[config.mk]
export PLATFORM = sky130hd
export DESIGN_NAME = sdram_row_policy
export DESIGN_NICKNAME = d
export VERILOG_FILES = /design/src/rtl/srp_pkg.sv /design/src/rtl/srp_force_detect.sv /design/src/rtl/srp_row_track.sv /design/src/rtl/srp_seq_fsm.sv /design/src/rtl/sdram_row_policy.sv
export SDC_FILE = /design/constraint.sdc
export NUM_CORES = 1
export LEC_CHECK = 0
export BUFFER_PORTS_ARGS = -buffer_cell sky130_fd_sc_hd__buf_2
export CORE_MARGIN = 2
export CORE_UTILIZATION = 55
export DETAILED_ROUTE_END_ITERATION = 10
export PLACE_DENSITY = 0.83
export RECOVER_POWER = 100
export SETUP_SLACK_MARGIN = 0.4
export SLEW_MARGIN = 20
export SYNTH_ARGS = -nofsm -noshare
export SYNTH_HDL_FRONTEND = slang
export SYNTH_SLANG_ARGS = --single-unit
[constraint.sdc]
create_clock -name clk -period 2.7 [get_ports clk]
set_clock_uncertainty 0.2 [all_clocks]
set_input_delay 0.405 -clock clk [delete_from_list [all_inputs] [get_ports clk]]
set_output_delay 0.405 -clock clk [all_outputs]
set_load 0.1 [all_outputs]
[src/rtl/srp_pkg.sv]
// Shared command encoding for the open-row policy sequencer.
package srp_pkg;
    typedef enum logic [2:0] {
        CMD_NOP  = 3'd0,
        CMD_ACT  = 3'd1,
        CMD_RD   = 3'd2,
        CMD_WR   = 3'd3,
        CMD_PALL = 3'd4,
        CMD_DQMW = 3'd5
    } cmd_e;
    localparam int N_EVT = 5;
endpackage

[src/rtl/srp_force_detect.sv]
// Merges the events that invalidate the open row into one pulse.
// The pulse is raised in the same cycle as an event, or as the falling edge of
// either policy bit.
// Assumes events are single-cycle pulses synchronous to clk.
module srp_force_detect
    import srp_pkg::*;
(
    input  logic             clk,
    input  logic             rst_n,
    input  logic             cfg_hold,
    input  logic             cfg_page,
    input  logic [N_EVT-1:0] evt_i,
    output logic             force_o
);
    logic prev_hold, prev_page;

    // Remember last policy bits so that a clear can be seen as an edge
    always_ff @(posedge clk) begin
        if (!rst_n) begin
            prev_hold <= 1'b0;
            prev_page <= 1'b0;
        end else begin
            prev_hold <= cfg_hold;
            prev_page <= cfg_page;
        end
    end

    // Any event or policy-bit clear forces the next access to be full
    always_comb force_o = (|evt_i) | (prev_hold & ~cfg_hold) | (prev_page & ~cfg_page);
endmodule

[src/rtl/srp_row_track.sv]
// Holds the open bank/row and its valid flag, and computes a page hit.
// Clearing takes priority over setting, so an invalidating cause that arrives
// with an activate leaves the row closed.
module srp_row_track #(
    parameter int BA_W  = 2,
    parameter int ROW_W = 13
) (
    input  logic             clk,
    input  logic             rst_n,
    input  logic             set_i,
    input  logic [BA_W-1:0]  set_bank,
    input  logic [ROW_W-1:0] set_row,
    input  logic             clr_i,
    input  logic             force_i,
    input  logic             page_en,
    input  logic [BA_W-1:0]  cmp_bank,
    input  logic [ROW_W-1:0] cmp_row,
    output logic             hit_o,
    output logic             valid_o
);
    localparam int ADDR_W = BA_W + ROW_W;
    logic [ADDR_W-1:0] open_addr;

    // Track the currently activated row
    always_ff @(posedge clk) begin
        if (!rst_n) begin
            valid_o   <= 1'b0;
            open_addr <= '0;
        end else if (clr_i || force_i) begin
            valid_o   <= 1'b0;
        end else if (set_i) begin
            valid_o   <= 1'b1;
            open_addr <= {set_bank, set_row};
        end
    end

    // A hit needs a valid row, page mode, an exact match and no pending force
    always_comb hit_o = valid_o & page_en & ~force_i & (open_addr == {cmp_bank, cmp_row});
endmodule

[src/rtl/srp_seq_fsm.sv]
// Command sequencer: accepts one request while idle, then steps through the
// precharge-all / activate / read-write / DQM-wait commands.
// Each command waits for cmd_ack. Assumes the arbiter holds request fields
// stable only in the accept cycle; they are latched here.
module srp_seq_fsm
    import srp_pkg::*;
#(
    parameter int BA_W  = 2,
    parameter int ROW_W = 13
) (
    input  logic             clk,
    input  logic             rst_n,
    input  logic             req_valid,
    input  logic             req_sdram,
    input  logic             req_write,
    input  logic [BA_W-1:0]  req_bank,
    input  logic [ROW_W-1:0] req_row,
    input  logic             hit_i,
    input  logic             row_open_i,
    input  logic             hold_eff_i,
    input  logic             cmd_ack,
    output logic             req_ready,
    output logic [2:0]       cmd,
    output logic [BA_W-1:0]  cmd_bank,
    output logic [ROW_W-1:0] cmd_row,
    output logic             act_done_o,
    output logic             pall_done_o
);
    typedef enum logic [2:0] {S_IDLE, S_PALL, S_ACT, S_RW, S_DQ1, S_DQ2} st_e;
    st_e              st, st_nx;
    logic             cur_wr, pall_only;
    logic [BA_W-1:0]  cur_bank;
    logic [ROW_W-1:0] cur_row;
    logic             accept;

    always_comb accept = req_valid & (st == S_IDLE);

    // Next-state selection from the current step and the acknowledge
    always_comb begin
        st_nx = st;
        case (st)
            S_IDLE: if (accept) begin
                if (req_sdram)                     st_nx = hit_i ? S_RW : S_PALL;
                else if (!hold_eff_i && row_open_i) st_nx = S_PALL;
            end
            S_PALL: if (cmd_ack) st_nx = pall_only ? S_IDLE : S_ACT;
            S_ACT:  if (cmd_ack) st_nx = S_RW;
            S_RW:   if (cmd_ack) st_nx = cur_wr ? S_IDLE : S_DQ1;
            S_DQ1:  if (cmd_ack) st_nx = S_DQ2;
            S_DQ2:  if (cmd_ack) st_nx = S_IDLE;
            default: st_nx = S_IDLE;
        endcase
    end

    // State register and request latch
    always_ff @(posedge clk) begin
        if (!rst_n) begin
            st        <= S_IDLE;
            cur_wr    <= 1'b0;
            pall_only <= 1'b0;
            cur_bank  <= '0;
            cur_row   <= '0;
        end else begin
            st <= st_nx;
            if (accept) begin
                pall_only <= ~req_sdram;
                if (req_sdram) begin
                    cur_wr   <= req_write;
                    cur_bank <= req_bank;
                    cur_row  <= req_row;
                end
            end
        end
    end

    // Command decode from the current step
    always_comb begin
        case (st)
            S_PALL:       cmd = CMD_PALL;
            S_ACT:        cmd = CMD_ACT;
            S_RW:         cmd = cur_wr ? CMD_WR : CMD_RD;
            S_DQ1, S_DQ2: cmd = CMD_DQMW;
            default:      cmd = CMD_NOP;
        endcase
    end

    // Handshake and tracker strobes
    always_comb begin
        req_ready   = (st == S_IDLE);
        cmd_bank    = cur_bank;
        cmd_row     = cur_row;
        act_done_o  = (st == S_ACT)  & cmd_ack;
        pall_done_o = (st == S_PALL) & cmd_ack;
    end
endmodule

[src/rtl/sdram_row_policy.sv]
// Top of the open-row policy sequencer: joins event merging, row tracking and
// command sequencing. The hold policy is in effect only when both policy bits
// are set.
module sdram_row_policy
    import srp_pkg::*;
#(
    parameter int BA_W  = 2,
    parameter int ROW_W = 13
) (
    input  logic             clk,
    input  logic             rst_n,
    input  logic             cfg_hold,
    input  logic             cfg_page,
    input  logic             req_valid,
    output logic             req_ready,
    input  logic             req_sdram,
    input  logic             req_write,
    input  logic [BA_W-1:0]  req_bank,
    input  logic [ROW_W-1:0] req_row,
    input  logic             evt_refresh,
    input  logic             evt_selfref,
    input  logic             evt_standby,
    input  logic             evt_busrel,
    input  logic             evt_modereg,
    input  logic             cmd_ack,
    output logic [2:0]       cmd,
    output logic [BA_W-1:0]  cmd_bank,
    output logic [ROW_W-1:0] cmd_row
);
    logic force_evt, hit, row_open, act_done, pall_done, hold_eff;

    // Hold bit only counts while page mode is on
    always_comb hold_eff = cfg_hold & cfg_page;

    srp_force_detect u_force (
        .clk(clk), .rst_n(rst_n), .cfg_hold(cfg_hold), .cfg_page(cfg_page),
        .evt_i({evt_modereg, evt_busrel, evt_standby, evt_selfref, evt_refresh}),
        .force_o(force_evt)
    );

    srp_row_track #(.BA_W(BA_W), .ROW_W(ROW_W)) u_track (
        .clk(clk), .rst_n(rst_n),
        .set_i(act_done), .set_bank(cmd_bank), .set_row(cmd_row),
        .clr_i(pall_done), .force_i(force_evt), .page_en(cfg_page),
        .cmp_bank(req_bank), .cmp_row(req_row),
        .hit_o(hit), .valid_o(row_open)
    );

    srp_seq_fsm #(.BA_W(BA_W), .ROW_W(ROW_W)) u_seq (
        .clk(clk), .rst_n(rst_n),
        .req_valid(req_valid), .req_sdram(req_sdram), .req_write(req_write),
        .req_bank(req_bank), .req_row(req_row),
        .hit_i(hit), .row_open_i(row_open), .hold_eff_i(hold_eff),
        .cmd_ack(cmd_ack), .req_ready(req_ready),
        .cmd(cmd), .cmd_bank(cmd_bank), .cmd_row(cmd_row),
        .act_done_o(act_done), .pall_done_o(pall_done)
    );
endmodule

==> results of run 1 <==
==> sequential cells by signal, indices dropped and copies added, names as in the netlist <==
register and flops:
u_seq.cmd_row 13, u_track.valid_o 1, u_force.prev_page 1, u_force.prev_hold 1
u_seq.cmd_bank 2, u_track.open_addr 15, u_seq.cur_wr 1, u_seq.st 3
u_seq.pall_only 1
==> cell families (layout without fill, tap and decap cells) <==
logic type,after synthesis,after routing
simple gates,79,79
buf+inv,14,58
flops,38,38
xor+xnor,15,15
mux,16,16
compound gates,31,31
==> layer usage <==
metal,GRT usage,vias to the layer above
met5,0,-
met4,0.06818,0
met3,0.06769,4
met2,0.3391,41
met1,0.2524,641
li1,-,738
==> power breakdown <==
group          total [uW]  internal, uW  switching (uW)
clock                 302           126             176
sequential            597           579            18.0
combinational         250          55.2             195
==> stage by stage <==
stage	total power (uW)	worst slack [ps]
after floorplan	810.7	403.0
after global placement	862.9	476.1
after detailed placement	864.5	434.1
after CTS	1163	475.8
after global routing	1207	242.2
final	1150	358.8
==> worst max-delay path, delay by kind of cell (launching register included) <==
kind                   cells  cell delay, ps
AND/OR/NAND/NOR            2             400
buffers and inverters      1             450
flip-flops                 1             550
==> path summary, 6_finish.rpt <==
check | start | to | slack [ps] | depth (start not counted)
setup / recovery | u_seq.st[1] | cmd[1] | 360 | 3
hold / removal | cfg_hold | u_force.prev_hold | 80 | 2
setup reg to reg | u_seq.st[1] | u_track.open_addr[12] | 530 | 5
hold reg to reg | u_seq.cmd_row[0] | u_seq.cmd_row[0] | 280 | 2
==> final cells by class <==
class	instances	share of cell area
multi-input combinational	141	0.4343
clock buffer	7	0.02848
tap	33	0.02136
clock inverter	1	0.002589
sequential	38	0.3935
timing repair buffer	47	0.1139
inverter	3	0.005825
==> Yosys cell counts (2+ instances only) <==
cell type and instances:
o31ai_1 2, mux2i_1 16, xnor2_1 12, dfxtp_1 38, a31oi_1 3, nand2b_1 3, buf_2 3, buf_6 2
nor3_1 2, nor2_1 21, nor4_1 2, clkbuf_1 4, nand4_1 5, nand2_1 36, xor2_1 3, inv_1 2
and2_1 3, o21ai_0 3, nand3_1 2, a21oi_1 19
==> metrics.md, run 1 <==
| Metric | Value |
|---|---|
| Hold WS | 78.01 ps |
| Status | finished clean |
| Combinational family with the most area after synthesis | simple AND/OR/NAND/NOR gates |
| Share of cells above drive strength 1 | 0.1772 |
| Pre-antenna DRT Iters | 4 |
| Nets | 264 |
| Area growth, synth to finish | 14.78% |
| FMAX | 427.1 MHz |
| Slowest Stage Delay on Critical Path | 550 ps |
| Critical Path RT | 2100 ps |
| Routability cong. | 0.8425 |
| Minimum clock period | 2341 ps |
| Global-route wire length before repair | 5.368 mm |
| Post-synth EDFFs | 0 |
| Commonest non-fill, non-tap cells in the layout | dfxtp_1, nand2_1, buf_2, nor2_1, a21oi_1 |
| Initial antenna violation count | 0 |
| Largest net degree at the start of global routing | 23 |
| Placement row count | 20 |
| Synth warn | 0 |
| Pwr Density | 594.9 mW/mm^2 |
| CP Cell Sequence | nor2b_4, and2_1, clkbuf_2 |
| Final instance area | 0.001933 mm^2 |
| Unique masters post-synth | 32 |
| CTS tree | yes |
| WS Path Type | reg2out |
| Lkg Pwr | 0.0008490 uW |
| Placed Cells | 262 |
| Synth Area per Inst | 8.726 um^2 |
| Final-report max-slew violation count | 0 |
| Hold_buf cts | 0 |
| Clk_lat worst skew | 340 ps |
| WL met3 | 192 um |
| Sequential fraction of the synthesis area | 0.4517 |
| Adder and majority gate portion of the synthesized area | 0 |
| Worst hold-check path type | in2reg |
| Maximum VDD drop | 0.4193 mV |
| Slew @ Worst Pin | 1167 ps |
| GRT Util Overall | 0.2059 |
| Root Buffer | clkbuf_4 |
| Die width | 59.34 um |
| Most common cell after layout, fill and taps aside | dfxtp_1 |
| Vias | 1424 |
| Total CTS buffers | 5 |
| Ant diodes | 0 |
| Prevailing post-synth register cell | dfxtp_1 |
| Drt initial violations | 54 |
| Detailed placer's ending HPWL | 2.384 mm |
| Syn nets | 221 |
| Setup violators final | 0 |
| DR vias/cell | 5.274 |
| Cell Count, Final, Fillers Out | 270 |
| Cells taking the most area after synthesis | dfxtp_1, mux2i_1, nand2_1, xnor2_1, a21oi_1 |
| Fill cells | 277 |
| Seq. cell area | 760.7 um^2 |
| Worst Setup Start Kind | flip-flop |
| Vias in the first global route | 1258 |
| Core area | 0.002978 mm^2 |
| Top sig layer | met4 |
| #FFs+latches synth | 38 |
| Crit path DAT | 1740 ps |
| Post-Syn Instances | 193 |
| RSZ-0062 raised after global routing | no |
| Max Cap Violations | 0 |
| WL met1 | 1.470 mm |
| Async SR Flop Fraction | 0 |
| Synth area leader | dfxtp_1 |
| Core Util, Final | 0.6492 |
| Critical path's slowest cell | dfxtp_1 |
| Global route overflow | 0 |
| Drc violations | 0 |
| Crit-path max FO | 10 |
| DR WL met2 | 1.548 mm |
| Post-synthesis mux area share | 0.09510 |
| Post-cts resize count | 2 |
| Clock buffer depth | 2 |
| H-tree levels | 2 |
| Setup TNS | 0 ps |
| Clk sinks | 38 |
| Simple-gate share of the synthesized area | 0.2169 |
| Initial core utilization | 0.5655 |
| Post-synthesis xor/xnor area fraction | 0.07801 |
| Routed len/inst | 12.02 um |
| I/O Pins | 47 |
| Slew HR | 0.2251 |
| Wirelength, routed | 3.246 mm |
| Crit. End Element | output pin |
| Post-DP Area | 0.001891 mm^2 |
| Final Hold Vio Count | 0 |
| Area of the multi-input gates | 839.6 um^2 |
| Remaining antenna violation count after routing | 0 |
| Die Span Y | 59.34 um |
| Synth top area share | 0.4517 |
| # port buffers | 46 |
| Clock-pin transition on the worst setup and hold timing paths | 110 ps |
| Tcrit/Tclk final | 0.8671 |
| Synth Area in Compound Gates | 0.1040 |
| Die area | 0.003521 mm^2 |
| Setup repair bufs after CTS | 0 |
| Mapped Area | 0.001684 mm^2 |
Note: power is estimated with default switching activity, not from simulation.
==> inputs of run 2 (changes only) <==
--- a/config.mk
+++ b/config.mk
@@ -9,5 +9,4 @@
 export CORE_MARGIN = 2
-export CORE_UTILIZATION = 55
+export CORE_UTILIZATION = 35
 export DETAILED_ROUTE_END_ITERATION = 10
-export PLACE_DENSITY = 0.83
 export RECOVER_POWER = 100
--- a/constraint.sdc
+++ b/constraint.sdc
@@ -4,2 +4,2 @@
 set_output_delay 0.405 -clock clk [all_outputs]
-set_load 0.1 [all_outputs]
+set_load 0.005 [all_outputs]
==> run 2 against run 1 <==
Maximum frequency rose by 14%. Global-route usage decreased by 6.0 points. Die area up 53%. Final cell count increased by 7.8%.
==> metrics.md, run 2 (synthesis results as in run 1) <==
| Metric | Value |
|---|---|
| Status | finished clean |
| Crit. End Element | output pin |
| Initial antenna violation count | 0 (unchanged) |
| # port buffers | 46 (unchanged) |
| H-tree levels | 2 (unchanged) |
| Drt initial violations | 48 (-11%) |
| Wirelength, routed | 3.657 mm (+13%) |
| Routed len/inst | 12.57 um (+4.5%) |
| Max Cap Violations | 0 (unchanged) |
| Hold path startpoint | cfg_hold |
| Largest net degree at the start of global routing | 19 (-17%) |
| Global-route wire length before repair | 5.947 mm (+11%) |
| CTS tree | yes |
| Die width | 73.37 um (+24%) |
| DR vias/cell | 4.808 (-8.8%) |
| Cell Count, Final, Fillers Out | 291 (+7.8%) |
| Slew HR | 0.5430 (+0.3179) |
| FMAX | 486.1 MHz (+14%) |
| Clk sinks | 38 (unchanged) |
| Area growth, synth to finish | 17.53% |
| Hold_buf cts | 0 (unchanged) |
| Hold Crit Endpoint | u_force.prev_hold |
| Worst Setup Start Kind | flip-flop |
| Placement row count | 25 (+25%) |
| Pwr Total | 1084 uW (-5.8%) |
| Clk_lat worst skew | 280 ps (-60 ps) |
| Tcrit/Tclk final | 0.7619 (-0.1052) |
| Setup violators final | 0 (unchanged) |
| Drc violations | 0 (unchanged) |
| Core area | 0.004692 mm^2 (+58%) |
| Minimum clock period | 2057 ps (-284.2 ps) |
| Post-cts resize count | 0 (-2) |
| Critical path's slowest cell | dfxtp_1 |
| Largest Register | u_track.open_addr |
| Final Hold Vio Count | 0 (unchanged) |
| Post-DP Area | 0.001917 mm^2 (+1.4%) |
| Setup repair bufs after CTS | 0 (unchanged) |
| Reg2Reg Setup Slack | 660 ps (+130 ps) |
| GRT Util Overall | 0.1455 (-0.06041) |
| Critical Path RT | 2100 ps (about the same) |
| Maximum VDD drop | 0.2937 mV (-30%) |
| Global route overflow | 0 (unchanged) |
| Reg-to-Reg End | u_track.open_addr[8] |
| Share of cells above drive strength 1 | 0.2068 (+0.02954) |
| Commonest non-fill, non-tap cells in the layout | buf_2, dfxtp_1, nand2_1, nor2_1, a21oi_1 |
| Detailed placer's ending HPWL | 2.608 mm (+9.4%) |
| Vias | 1399 (-1.8%) |
| Slew @ Worst Pin | 683.5 ps (-483.8 ps) |
| Final-report max-slew violation count | 0 (unchanged) |
| RSZ-0062 raised after global routing | no |
| Nets | 265 (+0.38%) |
| R2R cell count | 6 (+1) |
| Max reg flops | 15 (unchanged) |
| Hold Path Depth | 2 (unchanged) |
| Pwr Density | 547.6 mW/mm^2 (-8.0%) |
| WS Path Type | reg2out |
| Root Buffer | clkbuf_8 |
| Remaining antenna violation count after routing | 0 (unchanged) |
| Final instance area | 0.001979 mm^2 (+2.4%) |
| Ant diodes | 0 (unchanged) |
| Clock buffer depth | 2 (unchanged) |
| Total CTS buffers | 5 (unchanged) |
| Crit path DAT | 1450 ps (-290 ps) |
| CP Cell Sequence | nor2b_1, o21ai_0, nand2_1, buf_2 |
| Setup TNS | 0 ps (unchanged) |
| Die Span Y | 73.37 um (+24%) |
| Placed Cells | 284 (+8.4%) |
| Clock-pin transition on the worst setup and hold timing paths | 70 ps (-40 ps) |
| Lkg Pwr | 0.0009024 uW (+6.3%) |
| Routability cong. | 0.7807 (-7.3%) |
| Reg2reg start | u_seq.st[1] |
| I/O Pins | 47 (unchanged) |
| Die area | 0.005382 mm^2 (+53%) |
| Worst hold-check path type | in2reg |
| Vias in the first global route | 1250 (-0.64%) |
| Pre-antenna DRT Iters | 4 (unchanged) |
| Slowest Stage Delay on Critical Path | 540 ps (about the same) |
| Crit-path max FO | 10 (unchanged) |
| Most common cell after layout, fill and taps aside | buf_2 |
| Initial core utilization | 0.3589 (-0.2066) |
-- run 2: cell count changes in the layout (fill, tap and decap cells not counted), sizes merged --
| cell | delta |
|---|---|
| buf | +14 |
| clkbuf | -13 |
| clkinv | -1 |
-- run 2: per-layer routing --
metal / wire length, um / global-route usage / vias to the layer above / part of all wire
met1: 1735 / 0.1896 / 627 / 0.47
met5: 0 / 0 / - / 0
met2: 1721 / 0.2262 / 33 / 0.47
li1: - / - / 734 / -
met3: 164 / 0.04938 / 5 / 0.045
met4: 35 / 0.04848 / 0 / 0.0096
-- run 2: critical path, delay by kind of cell, from the launching register on --
kind                   cells  cell delay, ps
AO/OA/AOI/OAI              1             130
AND/OR/NAND/NOR            2             400
flip-flops                 1             540
buffers and inverters      1             100
-- run 2: layout make-up --
type	count	area, um^2
Sequential cell	38	760.7
Timing Repair Buffer	48	239.0
Multi-Input combinational cell	141	824.5
Clock buffer	7	76.32
Fill cell	495	2713
Tap cell	54	67.56
Inverter	3	11.26
-- run 2: per-stage QoR --
stage	util	worst slack (ps)	hold slack, ps
2_1_floorplan	-	851.3	245.9
3_3_place_gp	0.4085	697.6	260.6
3_5_place_dp	0.4085	685.2	266.0
4_1_cts	0.4248	732.5	145.1
5_1_grt	0.4219	465.1	162.1
6_report	0.4219	643.0	154.2
-- run 2: report_power, final --
part           internal [uW]  total, uW  switching (uW)
sequential               580        598            18.0
combinational           55.7        126            70.8
clock                    178        360             182
total                    813       1080             271
-- run 2: how the worst max path moves through the flow --
stage,slack [ps],depth (start not counted),startpoint,to
6_report,640,4,u_seq.st[1],cmd[0]
5_1_grt,470,4,u_seq.st[1],cmd[0]
4_1_cts,730,4,u_seq.st[0],u_seq.cmd_row[10]
3_5_place_dp,690,7,evt_busrel,u_track.open_addr[8]
3_3_place_gp,700,7,evt_busrel,u_track.open_addr[8]
2_1_floorplan,850,7,evt_busrel,u_track.open_addr[12]
